**src/rtl/nvbus_part_ctrl.sv**
```systemverilog
`timescale 1ns/1ps
module nvbus_part_ctrl #(
  parameter int         PRI_AW     = 15,
  parameter int         GRAN_AW    = 10,
  parameter int         ACC_CYC    = 2,
  parameter int         UNLOCK_CYC = 4,
  parameter int         PART_RST   = 16,
  parameter logic [7:0] KEY_A      = 8'hAA,
  parameter logic [7:0] KEY_B      = 8'h55
) (
  input  logic        clk,
  input  logic        rst_n,
  input  logic        req_valid,
  output logic        req_ready,
  input  logic        req_code,
  input  logic        req_we,
  input  logic [15:0] req_addr,
  input  logic [7:0]  req_wdata,
  output logic        rsp_done,
  output logic [7:0]  rsp_rdata,
  input  logic        cfg_we,
  input  logic        cfg_key,
  input  logic [7:0]  cfg_wdata,
  output logic [PRI_AW-GRAN_AW:0] part_o,
  output logic        viol_o,
  input  logic        viol_clr,
  output logic [14:0] ba,
  output logic [7:0]  bd_o,
  input  logic [7:0]  bd_i,
  output logic        bd_oe,
  output logic        ce1_n,
  output logic        ce2_n,
  output logic        rw_n
);
  localparam int PW       = PRI_AW - GRAN_AW + 1;
  localparam int PART_MAX = 1 << (PRI_AW - GRAN_AW);
  localparam int CW       = $clog2(ACC_CYC + 1);
  localparam int UW       = $clog2(UNLOCK_CYC + 1);
  localparam logic [16:0] PRI_SIZE = 17'(1 << PRI_AW);

  typedef enum logic [2:0] {S_IDLE, S_RD, S_WS, S_WP, S_WH} state_t;
  typedef enum logic [1:0] {T_NONE, T_PRI, T_SEC} tgt_t;

  state_t          state_q;
  tgt_t            tgt_q, tgt_n;
  logic [14:0]     phys_q, phys_n;
  logic [7:0]      wdata_q, rdata_q;
  logic            we_q, code_q, done_q, viol_q, arm_q;
  logic [CW-1:0]   cnt_q;
  logic [UW-1:0]   ucnt_q;
  logic [PW-1:0]   pend_q, part_q, part_in;
  logic [16:0]     bound, data_sum;
  logic            accept, last_beat, part_wr, key_open;

  assign accept    = req_valid && (state_q == S_IDLE);
  assign last_beat = (cnt_q == CW'(ACC_CYC - 1));
  assign bound     = 17'(part_q) << GRAN_AW;
  assign data_sum  = bound + {1'b0, req_addr};

  always_comb begin
    tgt_n  = T_NONE;
    phys_n = req_addr[14:0];
    if (req_code) begin
      if (!req_we && ({1'b0, req_addr} < bound)) tgt_n = T_PRI;
    end else if (req_addr[15]) begin
      tgt_n = T_SEC;
    end else if (data_sum < PRI_SIZE) begin
      tgt_n  = T_PRI;
      phys_n = data_sum[14:0];
    end
  end

  always_ff @(posedge clk or negedge rst_n) begin
    if (!rst_n) begin
      state_q <= S_IDLE;
      tgt_q   <= T_NONE;
      phys_q  <= '0;
      wdata_q <= '0;
      we_q    <= 1'b0;
      code_q  <= 1'b0;
      cnt_q   <= '0;
      rdata_q <= '0;
      done_q  <= 1'b0;
    end else begin
      done_q <= 1'b0;
      unique case (state_q)
        S_IDLE: if (accept) begin
          tgt_q   <= tgt_n;
          phys_q  <= phys_n;
          wdata_q <= req_wdata;
          we_q    <= req_we;
          code_q  <= req_code;
          cnt_q   <= '0;
          state_q <= req_we ? S_WS : S_RD;
        end
        S_RD: if (last_beat) begin
          rdata_q <= (tgt_q == T_NONE) ? 8'hFF : bd_i;
          done_q  <= 1'b1;
          state_q <= S_IDLE;
        end else cnt_q <= cnt_q + 1'b1;
        S_WS: begin
          cnt_q   <= '0;
          state_q <= S_WP;
        end
        S_WP: if (last_beat) state_q <= S_WH;
              else cnt_q <= cnt_q + 1'b1;
        S_WH: begin
          done_q  <= 1'b1;
          state_q <= S_IDLE;
        end
        default: state_q <= S_IDLE;
      endcase
    end
  end

  always_ff @(posedge clk or negedge rst_n) begin
    if (!rst_n) viol_q <= 1'b0;
    else        viol_q <= (viol_q && !viol_clr) || (accept && req_code && req_we);
  end

  assign key_open = cfg_we && cfg_key && (cfg_wdata == KEY_B) && arm_q;
  assign part_wr  = cfg_we && !cfg_key && (ucnt_q != '0);
  assign part_in  = (cfg_wdata > 8'(PART_MAX)) ? PW'(PART_MAX) : PW'(cfg_wdata);

  always_ff @(posedge clk or negedge rst_n) begin
    if (!rst_n) begin
      arm_q  <= 1'b0;
      ucnt_q <= '0;
      pend_q <= PW'(PART_RST);
      part_q <= PW'(PART_RST);
    end else begin
      arm_q <= cfg_we && cfg_key && (cfg_wdata == KEY_A);
      if (key_open)            ucnt_q <= UW'(UNLOCK_CYC);
      else if (part_wr)        ucnt_q <= '0;
      else if (ucnt_q != '0)   ucnt_q <= ucnt_q - 1'b1;
      if (part_wr) pend_q <= part_in;
      if (state_q == S_IDLE) part_q <= pend_q;
    end
  end

  assign req_ready = (state_q == S_IDLE);
  assign rsp_done  = done_q;
  assign rsp_rdata = rdata_q;
  assign part_o    = part_q;
  assign viol_o    = viol_q;
  assign ba        = phys_q ^ 15'h6000;
  assign bd_o      = wdata_q;
  assign ce1_n     = !(((state_q == S_RD) || (state_q == S_WP)) && (tgt_q == T_PRI));
  assign ce2_n     = !(((state_q == S_RD) || (state_q == S_WP)) && (tgt_q == T_SEC));
  assign rw_n      = !((state_q == S_WP) && (tgt_q != T_NONE));
  assign bd_oe     = (state_q == S_WP) && (tgt_q != T_NONE);

  p_one_select_r3: assert property (@(posedge clk) disable iff (!rst_n)
    !(!ce1_n && !ce2_n));
  p_code_write_blocked_r5: assert property (@(posedge clk) disable iff (!rst_n)
    (state_q != S_IDLE) && code_q && we_q |-> rw_n && ce1_n && ce2_n);
  p_drive_in_strobe_r10: assert property (@(posedge clk) disable iff (!rst_n)
    bd_oe |-> !rw_n && !(ce1_n && ce2_n));
  p_drive_gap_r10: assert property (@(posedge clk) disable iff (!rst_n)
    $rose(bd_oe) |-> $past(ce1_n && ce2_n && rw_n));
  p_viol_sticky_r6: assert property (@(posedge clk) disable iff (!rst_n)
    viol_q && !viol_clr |=> viol_q);
  p_part_held_r8: assert property (@(posedge clk) disable iff (!rst_n)
    (state_q != S_IDLE) |=> $stable(part_q));
  p_done_pulse_r9: assert property (@(posedge clk) disable iff (!rst_n)
    rsp_done |=> !rsp_done);
  p_addr_held_r9: assert property (@(posedge clk) disable iff (!rst_n)
    (state_q != S_IDLE) && $past(state_q != S_IDLE) |-> $stable(ba));
endmodule

```
**config.mk**
```make
export PLATFORM = sky130hd
export DESIGN_NAME = nvbus_part_ctrl
export DESIGN_NICKNAME = d
export VERILOG_FILES = /design/src/rtl/nvbus_part_ctrl.sv
export SDC_FILE = /design/constraint.sdc
export NUM_CORES = 1
export LEC_CHECK = 0
export BUFFER_PORTS_ARGS = -buffer_cell sky130_fd_sc_hd__buf_2
export CORE_ASPECT_RATIO = 1.25
export CORE_MARGIN = 1
export CORE_UTILIZATION = 46
export DETAILED_ROUTE_END_ITERATION = 6
export GPL_ROUTABILITY_DRIVEN = 0
export GPL_TIMING_DRIVEN = 0
export PLACE_DENSITY = 0.73
export SLEW_MARGIN = 40
export SYNTH_ARGS = -nofsm -noshare
export SYNTH_HDL_FRONTEND = slang
export SYNTH_SLANG_ARGS = --single-unit
```
**constraint.sdc**
```tcl
create_clock -name clk -period 5.09 [get_ports clk]
set_input_delay 0.7635 -clock clk [delete_from_list [all_inputs] [get_ports clk]]
set_output_delay 0.7635 -clock clk [all_outputs]
set_load 0.01 [all_outputs]
```
==> results of run 1 <==
-- cells in the mapped netlist (all sizes together), types with 2 or more instances --
library cell,instances,area share
o21bai,3,0.0078
nand2b,4,0.0087
a31oi,2,0.0043
nor2,28,0.037
ha,15,0.065
inv,19,0.025
and3,4,0.0087
a22o,5,0.015
or2,2,0.0044
nor2b,4,0.0087
or3,2,0.0043
nor3,15,0.030
dfstp,2,0.018
nand2,71,0.093
nand3,3,0.0052
o31ai,3,0.013
clkbuf,8,0.010
nand3b,2,0.0052
o21a,3,0.0078
buf,18,0.044
a21oi,17,0.030
o21ai,13,0.023
a211oi,2,0.0052
dfrtp,54,0.47
xnor2,3,0.0091
-- stage by stage --
stage	setup slack [ns]	instance area [um^2]
global placement	2.45	3440
floorplan	2.65	2880
CTS	2.45	3560
finish	2.49	3560
detailed placement	2.44	3440
global route	2.34	3560
-- power by group --
group          internal [uW]  switching, uW  leakage (uW)
Sequential               625           99.4      0.000685
Clock                    174            136     0.0000645
Combinational            399            483       0.00111
Total                   1200            718       0.00186
-- area by class of cell --
cell class | instances | area [um^2]
buffer | 26 | 158
clock buffer | 7 | 96.3
clock inverter | 1 | 30.0
fill | 559 | 2330
inverter | 19 | 71.3
multi-input combinational | 214 | 1240
sequential | 56 | 1400
tap | 82 | 103
timing repair buffer | 91 | 458
-- sequential cells by signal, indices dropped and copies added (netlist names), 2 cells and up --
| signal | count |
|---|---|
| tgt_q | 2 |
| cnt_q | 2 |
| phys_q | 15 |
| rsp_rdata | 8 |
| ucnt_q | 3 |
| state_q | 3 |
| part_o | 6 |
| pend_q | 6 |
| bd_o | 8 |
-- cells by family (layout without fill, tap and decap cells) --
| logic type | count (synthesis) | after routing | synth area share |
|---|---|---|---|
| compound gates | 54 | 54 | 0.128 |
| xor+xnor | 3 | 3 | 0.00913 |
| fa+ha+maj | 16 | 16 | 0.0722 |
| buf+inv | 45 | 144 | 0.0796 |
| flops | 56 | 56 | 0.488 |
| mux | 1 | 1 | 0.00391 |
| simple gates | 140 | 140 | 0.219 |
-- worst reg2reg max path: cells and delay by family (launching register included) --
| kind | cells | cell delay, ns |
|---|---|---|
| adder cells (fa/ha/maj) | 2 | 0.58 |
| flip-flops | 1 | 0.43 |
| AO/OA/AOI/OAI | 3 | 0.43 |
| buffers and inverters | 2 | 0.23 |
| AND/OR/NAND/NOR | 2 | 0.55 |
-- cells in the final DEF, fill, tap and decap left out, types with 3 or more instances in the layout --
| cell | synthesis | final |
|---|---|---|
| a21oi_1 | 17 | 17 |
| a22o_1 | 5 | 5 |
| and3_1 | 4 | 4 |
| buf_2 | 3 | 93 |
| buf_4 | 15 | 16 |
| clkbuf_1 | 8 | 8 |
| clkbuf_8 | 0 | 7 |
| dfrtp_1 | 54 | 54 |
| ha_1 | 15 | 15 |
| inv_1 | 19 | 19 |
| nand2_1 | 71 | 71 |
| nand2b_1 | 4 | 4 |
| nand3_1 | 3 | 3 |
| nor2_1 | 28 | 28 |
| nor2b_1 | 4 | 4 |
| nor3_1 | 13 | 13 |
| o21a_1 | 3 | 3 |
| o21ai_0 | 13 | 13 |
| o21bai_1 | 3 | 3 |
| o31ai_2 | 3 | 3 |
| xnor2_1 | 3 | 3 |
-- worst min-delay path by stage --
stage	start	endpoint	slack (ns)
floorplan	phys_q[0]$_DFFE_PN0P_	phys_q[0]$_DFFE_PN0P_	0.45
global placement	bd_o[7]$_DFFE_PN0P_	bd_o[7]$_DFFE_PN0P_	0.45
detailed placement	bd_o[4]$_DFFE_PN0P_	bd_o[4]$_DFFE_PN0P_	0.46
CTS	bd_o[4]$_DFFE_PN0P_	bd_o[4]$_DFFE_PN0P_	0.48
global route	bd_o[1]$_DFFE_PN0P_	bd_o[1]$_DFFE_PN0P_	0.50
finish	bd_o[4]$_DFFE_PN0P_	bd_o[4]$_DFFE_PN0P_	0.48
-- layer usage --
layer	vias to the layer above	part of all wire
met5	-	0
met4	0	0.018
met3	10	0.074
met2	75	0.50
met1	1097	0.41
li1	1228	-
==> flow_metrics.py, run 1 <==
metrics = {
    "timing": {
        "hold_viol": 0,
        "fin_crit_ns": 2.60,
        "fin_crit_sh": 0.511,
        "max_freq_mhz": 384,
        "finalClockSkew_ns": 0.00500,
        "rsz0062_at_grt": "false",
        "relSlewSlack": 0.546,
        "slew_violations": 0,
        "worst_slew_pin_slew_ns": 0.680,
        "timing.hold.ws_ns": 0.477,
        "setup-tns-final_ns": 0,
        "finalSetupViolations": 0,
    },
    "clock_tree": {
        "cts_max_path_buffers": 2,
        "cts_max_level": 2,
        "cts_sinks": 56,
        "postCtsHoldBufs": 0,
        "cts_inserted_buffers": 5,
        "clk-insertion-delay-late_ns": 0.30,
        "post_cts_resized": 0,
        "root_buffer": "clkbuf_8",
        "cts_setup_buffers": 0,
        "path_clk_slew_ns": 0.09,
        "cts_tree": "yes",
    },
    "min_path": {
        "holdPathStages": 2,
        "hold_class": "reg -> reg",
    },
    "critical_path": {
        "worst-path-stages": 4,
        "crit_path_frequent_cell": "clkbuf_1",
        "worstPathRequired_ns": 4.33,
        "worstPathArrival_ns": 1.84,
        "critical-path-max-stage-delay_ns": 0.43,
        "cp-start-kind": "register",
        "worstPathBufferInverterCount": 3,
        "endpoint": "req_ready",
        "critical_path.cell_chain": "clkbuf_1 > nor3_2 > clkbuf_1 > buf_2",
        "crit_path_start": "state_q[1]$_DFFE_PN0P_",
        "rrSetupSlack_ns": 2.82,
        "crit_type": "reg -> out",
        "r2r_end": "phys_q[11]$_DFFE_PN0P_",
        "cp_slowest_cell": "nor3_2",
        "cp_max_fo": 10,
        "r2r-start": "part_o[0]$_DFFE_PN0P_",
        "end_kind": "output pin",
        "r2r_cells": 9,
        "crit_family": "buffers and inverters",
    },
    "die": {
        "core_area_um2": 5900,
        "ios": 92,
        "dieArea_um2": 6580,
        "die_y_um": 90.4,
        "initial_utilization": 0.488,
        "die_w_um": 72.7,
        "rows": 31,
    },
    "synthesis": {
        "synth_seq_area_share": 0.488,
        "ys.flop_type": "dfrtp_1",
        "yosysUniqueCellTypes": 41,
        "yosysWarnings": 0,
        "ys_ff_latch": 56,
        "syn_avg_cell_area_um2": 9.14,
        "synth_edf_count": 0,
        "syn_nets": 379,
        "syn-instance-count": 315,
        "async_flop_share": 1.00,
        "syn_area_um2": 2880,
    },
    "global_route": {
        "grt_pass1_wl_um": 9590,
        "grt_max_degree": 57,
        "antenna_found_initial": 0,
        "grt_use_met1": 0.208,
        "top_usage_layer": "met2",
        "grt_util_met2": 0.326,
        "grt_pass1_vias": 2247,
        "use_met3": 0.0547,
        "grt_usage": 0.185,
        "grt-ovfl-total": 0,
    },
    "detailed_routing": {
        "drt_pass1_iterations": 4,
        "postRouteAntennaNets": 0,
        "viasPerCell": 4.86,
        "vias": 2410,
        "drt_iter0_drc": 85,
        "avgRoutedWirePerCell_um": 11.4,
        "wirelength_um": 5670,
        "drc_errors": 0,
    },
    "power_and_ir_drop": {
        "p_leak_uw": 0.00186,
        "p_per_area_nw_per_um2": 537,
        "p_total_uw": 1920,
        "irDropWorstVdd_uv": 234,
    },
    "placed_design": {
        "hpwl_um": 4440,
        "dpl.cell_count": 488,
        "port_buffers": 91,
    },
    "layout": {
        "utilization": 0.605,
        "fin_cells": 496,
        "finalNetCount": 477,
        "drive_above_1_share": 0.314,
        "synthToLayoutAreaGrowth_pct": 23.9,
        "n_antenna_cell": 0,
    },
    "flow_run": {
        "drv_cap": 0,
    },
    "outcome": {
        "status": "completed",
    },
}
Power figures use the tool's default switching activity.
==> inputs of run 2 (changes only) <==
--- a/config.mk
+++ b/config.mk
@@ -12,7 +12,7 @@
 export DETAILED_ROUTE_END_ITERATION = 6
 export GPL_ROUTABILITY_DRIVEN = 0
 export GPL_TIMING_DRIVEN = 0
-export PLACE_DENSITY = 0.73
+export PLACE_DENSITY = 0.76
 export SLEW_MARGIN = 40
 export SYNTH_ARGS = -nofsm -noshare
 export SYNTH_HDL_FRONTEND = slang
==> constraint.sdc (replaced) <==
create_clock -name clk -period 2.3 [get_ports clk]
set_input_delay 0.345 -clock clk [delete_from_list [all_inputs] [get_ports clk]]
set_output_delay 0.345 -clock clk [all_outputs]
set_load 0.01 [all_outputs]
==> run 2 against run 1 <==
Core utilization up 0.53 points; die area stayed put; register-to-register slack got worse by 2.7 ns; clock skew rose by 0.0047 ns; flip-flop and latch count is the same; clock power rose by 120%; wire length rose by 8.0%; global-route usage grew 0.85 points; final area rose by 0.88%; critical endpoint is now phys_q[11]$_DFFE_PN0P_; largest cell class unchanged; largest power group unchanged.
==> flow_metrics.py, run 2 (synthesis results as in run 1) <==
metrics = {
    "placed_design": {
        "hpwl_um": 4560,
        "port_buffers": 91,
        "pre_cts_slack_ns": 0.00374,
        "dpl_cell_area_um2": 3440,
    },
    "power_and_ir_drop": {
        "p_leak_uw": 0.00186,
        "irDropWorstVdd_uv": 744,
        "p_seq_frac": 0.374,
        "power.share.combinational": 0.466,
        "p_int_uw": 2670,
        "clkPwrFrac": 0.160,
        "swShare": 0.381,
        "p_per_area_nw_per_um2": 1200,
        "p_total_uw": 4310,
        "p_sw_uw": 1640,
    },
    "timing": {
        "finalSetupViolations": 0,
        "fin_crit_ns": 2.18,
        "finalClockSkew_ns": 0.00972,
        "fin_crit_sh": 0.948,
        "timing.hold.ws_ns": 0.0820,
        "relSlewSlack": 0.535,
        "max_freq_mhz": 459,
        "hold_viol": 0,
        "setup_slack_ns": 0.119,
        "slew_violations": 0,
        "worst_slew_pin_slew_ns": 0.697,
        "rsz0062_at_grt": "false",
        "setup-tns-final_ns": 0,
    },
    "critical_path": {
        "end_kind": "register",
        "r2r_end": "phys_q[11]$_DFFE_PN0P_",
        "crit_type": "reg -> reg",
        "cp_max_fo": 10,
        "r2r_cells": 9,
        "cp-start-kind": "register",
        "rrSetupSlack_ns": 0.12,
        "worstPathRequired_ns": 2.53,
        "r2r-start": "part_o[0]$_DFFE_PN0P_",
        "worstPathArrival_ns": 2.41,
    },
    "layout": {
        "layout_commonest_cell": "buf_2",
        "nFillCells": 544,
        "synthToLayoutAreaGrowth_pct": 25.0,
        "regMostFlops": "phys_q",
        "final_cell_mix": "93 x buf_2, 71 x nand2_1, 54 x dfrtp_1, 28 x nor2_1, 19 x inv_1",
        "n_antenna_cell": 0,
        "final_cell_area_um2": 3600,
        "drive_above_1_share": 0.320,
        "largest_reg_flops": 15,
        "finalNetCount": 478,
    },
    "die": {
        "rows": 31,
        "core_area_um2": 5900,
        "ios": 92,
        "die_w_um": 72.7,
        "die_y_um": 90.4,
        "dieArea_um2": 6580,
        "initial_utilization": 0.488,
    },
    "global_route": {
        "antenna_found_initial": 0,
        "grt-ovfl-total": 0,
        "grt_usage": 0.193,
        "grt_pass1_vias": 2309,
        "grt_max_degree": 57,
        "grt_pass1_wl_um": 10000,
    },
    "clock_tree": {
        "cts_max_path_buffers": 2,
        "clk-insertion-delay-late_ns": 0.31,
        "cts_inserted_buffers": 5,
        "path_clk_slew_ns": 0.09,
        "cts_sinks": 56,
        "cts_max_level": 2,
        "root_buffer": "clkbuf_8",
        "postCtsHoldBufs": 0,
        "cts_tree": "yes",
    },
    "min_path": {
        "hold_class": "in -> async",
    },
    "outcome": {
        "status": "completed",
    },
    "detailed_routing": {
        "drt_pass1_iterations": 4,
        "avgRoutedWirePerCell_um": 12.3,
        "vias": 2402,
        "postRouteAntennaNets": 0,
        "wirelength_um": 6120,
        "viasPerCell": 4.83,
        "drt_iter0_drc": 123,
        "drc_errors": 0,
    },
    "flow_run": {
        "drv_cap": 0,
    },
}
run 2: changes by cell type in the layout (fill, tap and decap cells not counted), sizes merged:
| cell | delta |
|---|---|
| buf | +1 |
run 2: final cells by class:
cell class                 instances  area [um^2]  share of cell area
sequential                        56         1400               0.390
multi-input combinational        214         1270               0.353
timing repair buffer              92          465               0.129
buffer                            26          158              0.0438
tap                               82          103              0.0285
clock buffer                       7         96.3              0.0268
inverter                          19         71.3              0.0198
clock inverter                     1         30.0             0.00835
run 2: worst max-delay path, stage by stage (launching register included):
cell and delay [ns]:
dfrtp_1 0.39, ha_2 0.19, inv_1 0.05, fa_2 0.34, o21bai_1 0.17, a21oi_1 0.11, and3_1 0.18, buf_4 0.16
or3_1 0.35, a31oi_1 0.17
run 2: worst max path at each step:
stage | to | depth (start not counted) | start | slack (ns)
2_1_floorplan | phys_q[11]$_DFFE_PN0P_ | 9 | part_o[0]$_DFFE_PN0P_ | 0.18
3_3_place_gp | phys_q[11]$_DFFE_PN0P_ | 10 | req_addr[10] | 0.07
3_5_place_dp | phys_q[11]$_DFFE_PN0P_ | 9 | part_o[0]$_DFFE_PN0P_ | 0.004
4_1_cts | phys_q[11]$_DFFE_PN0P_ | 9 | part_o[0]$_DFFE_PN0P_ | 0.05
5_1_grt | phys_q[11]$_DFFE_PN0P_ | 9 | part_o[0]$_DFFE_PN0P_ | 0.003
6_report | phys_q[11]$_DFFE_PN0P_ | 9 | part_o[0]$_DFFE_PN0P_ | 0.12
run 2: per-stage QoR:
stage / util / instances
after floorplan: - / 315
after global placement: 0.583 / 488
after detailed placement: 0.583 / 488
after CTS: 0.606 / 497
after global routing: 0.610 / 497
final: 0.610 / 497
run 2: power groups by stage:
stage	clock, uW	sequential (uW)	combinational [uW]
CTS	711	1610	2010
detailed placement	0	1630	1990
finish	689	1610	2010
global route	754	1660	2270
floorplan	0	1680	1270
global placement	0	1610	1910
run 2: routing by layer:
layer / global-route usage / wire length (um) / part of all wire
met1: 0.221 / 2640 / 0.43
met2: 0.340 / 2990 / 0.49
met3: 0.0513 / 397 / 0.065
met4: 0.0686 / 90 / 0.015
met5: 0 / 0 / 0
run 2: repair_timing:
item | 4_1_cts | 5_1_grt
setup endpoints to repair | 1 | 4
cloned | 0 | 0
gates resized for setup | 0 | 4
setup buffers | 1 | 0
pin swaps | 0 | 2
==> inputs of run 3 (changes only) <==
--- a/config.mk
+++ b/config.mk
@@ -12,7 +12,7 @@
 export DETAILED_ROUTE_END_ITERATION = 6
 export GPL_ROUTABILITY_DRIVEN = 0
 export GPL_TIMING_DRIVEN = 0
-export PLACE_DENSITY = 0.76
+export PLACE_DENSITY = 0.8
 export SLEW_MARGIN = 40
 export SYNTH_ARGS = -nofsm -noshare
 export SYNTH_HDL_FRONTEND = slang
==> run 3 against run 2 <==
First-iteration DRC count grew 22%; critical endpoint unchanged; worst setup slack improved by 0.0034 ns; register-to-register slack hardly changed.
==> flow_metrics.py, run 3 (synthesis results as in run 1) <==
metrics = {
    "clock_tree": {
        "cts_max_level": 2,
        "cts_inserted_buffers": 5,
        "path_clk_slew_ns": 0.09,
        "clk-insertion-delay-late_ns": 0.31,
        "cts_max_path_buffers": 2,
        "root_buffer": "clkbuf_8",
        "cts_sinks": 56,
        "postCtsHoldBufs": 0,
        "cts_tree": "yes",
    },
    "layout": {
        "final_cell_area_um2": 3610,
        "drive_above_1_share": 0.327,
        "n_antenna_cell": 0,
        "final_cell_mix": "93 x buf_2, 71 x nand2_1, 54 x dfrtp_1, 28 x nor2_1, 19 x inv_1",
        "largest_reg_flops": 15,
        "finalNetCount": 480,
        "nFillCells": 529,
        "fin_cells": 498,
        "synthToLayoutAreaGrowth_pct": 25.6,
        "regMostFlops": "phys_q",
        "layout_commonest_cell": "buf_2",
    },
    "timing": {
        "max_freq_mhz": 459,
        "timing.hold.ws_ns": 0.0746,
        "worst_slew_pin_slew_ns": 0.700,
        "finalSetupViolations": 0,
        "fin_crit_sh": 0.947,
        "fin_crit_ns": 2.18,
        "slew_violations": 0,
        "relSlewSlack": 0.534,
        "hold_viol": 0,
        "finalClockSkew_ns": 0.00876,
    },
    "power_and_ir_drop": {
        "swShare": 0.377,
        "p_sw_uw": 1640,
        "irDropWorstVdd_uv": 630,
        "p_leak_uw": 0.00187,
        "clkPwrFrac": 0.168,
        "p_seq_frac": 0.370,
        "p_per_area_nw_per_um2": 1210,
        "p_int_uw": 2720,
        "power.share.combinational": 0.462,
    },
    "detailed_routing": {
        "vias": 2480,
        "viasPerCell": 4.98,
        "wirelength_um": 6080,
        "drt_pass1_iterations": 4,
        "postRouteAntennaNets": 0,
        "drc_errors": 0,
        "avgRoutedWirePerCell_um": 12.2,
        "drt_iter0_drc": 150,
    },
    "die": {
        "ios": 92,
        "die_w_um": 72.7,
        "die_y_um": 90.4,
        "rows": 31,
        "initial_utilization": 0.488,
        "core_area_um2": 5900,
        "dieArea_um2": 6580,
    },
    "placed_design": {
        "dpl_cell_area_um2": 3440,
        "dpl.cell_count": 488,
        "port_buffers": 91,
        "hpwl_um": 4660,
    },
    "critical_path": {
        "crit_type": "reg -> reg",
        "cp-start-kind": "register",
        "cp_max_fo": 10,
        "worstPathRequired_ns": 2.53,
        "worstPathArrival_ns": 2.41,
        "end_kind": "register",
    },
    "min_path": {
        "hold_class": "in -> async",
    },
    "global_route": {
        "grt_usage": 0.194,
        "grt_max_degree": 57,
        "grt-ovfl-total": 0,
        "grt_pass1_vias": 2383,
        "antenna_found_initial": 0,
        "grt_pass1_wl_um": 10000,
    },
    "outcome": {
        "status": "completed",
    },
    "flow_run": {
        "drv_cap": 0,
    },
}
[run 3: layout make-up]
type                    instances  area, um^2  area share
flip-flops and latches         56        1400       0.389
repair buffers                 94         480       0.133
plain buffers                  26         161      0.0447
clock buffers                   5        68.8      0.0190
inverters                      19        71.3      0.0197
well taps                      82         103      0.0284
clock inverters                 2        60.1      0.0166
multi-input cells             214        1260       0.350
[run 3: stage by stage]
step / setup slack [ns] / power, uW / utilization / TNS (ns)
4_1_cts: 0.0486 / 4360 / 0.606 / 0
5_1_grt: -0.00627 / 4760 / 0.613 / -0.00627
3_5_place_dp: -0.00641 / 3620 / 0.583 / -0.00641
6_report: 0.122 / 4360 / 0.613 / 0
2_1_floorplan: 0.178 / 2950 / - / 0
3_3_place_gp: 0.0686 / 3520 / 0.583 / 0
[run 3: timing repair]
action	CTS	global route
buffers inserted	1	2
setup endpoints to repair	1	2
resized for setup	0	6
cloned	0	0
pin swaps	0	4
[run 3: worst paths after layout]
path	from	endpoint	slack, ns	cells after the start
max	part_o[0]$_DFFE_PN0P_	phys_q[11]$_DFFE_PN0P_	0.12	9
min reg2reg	bd_o[4]$_DFFE_PN0P_	bd_o[4]$_DFFE_PN0P_	0.48	2
min in group clk	req_wdata[4]	bd_o[4]$_DFFE_PN0P_	0.22	3
min	rst_n	phys_q[0]$_DFFE_PN0P_	0.07	1
max reg2reg	part_o[0]$_DFFE_PN0P_	phys_q[11]$_DFFE_PN0P_	0.12	9
max in group asynchronous	rst_n	cnt_q[1]$_DFFE_PN0P_	1.76	1
[run 3: critical path: stages, from the launching register on]
cell and delay (ns):
dfrtp_1 0.38, ha_2 0.18, inv_1 0.05, fa_2 0.35, o21bai_1 0.21, a21oi_2 0.08, and3_1 0.18, buf_6 0.14
or3_1 0.35, a31oi_1 0.18
[run 3: power groups by stage]
stage                     combinational, uW  clock [uW]  sequential, uW
after floorplan                        1270           0            1680
after global placement                 1910           0            1610
after detailed placement               1980           0            1640
after CTS                              2000         751            1610
after global routing                   2290         799            1670
final                                  2010         734            1610
[run 3: per-layer routing]
layer / share of wire / wire, um / track usage
met3: 0.064 / 390 / 0.0525
met2: 0.52 / 3130 / 0.360
met4: 0.0094 / 57 / 0.0572
met1: 0.41 / 2500 / 0.210
met5: 0 / 0 / 0
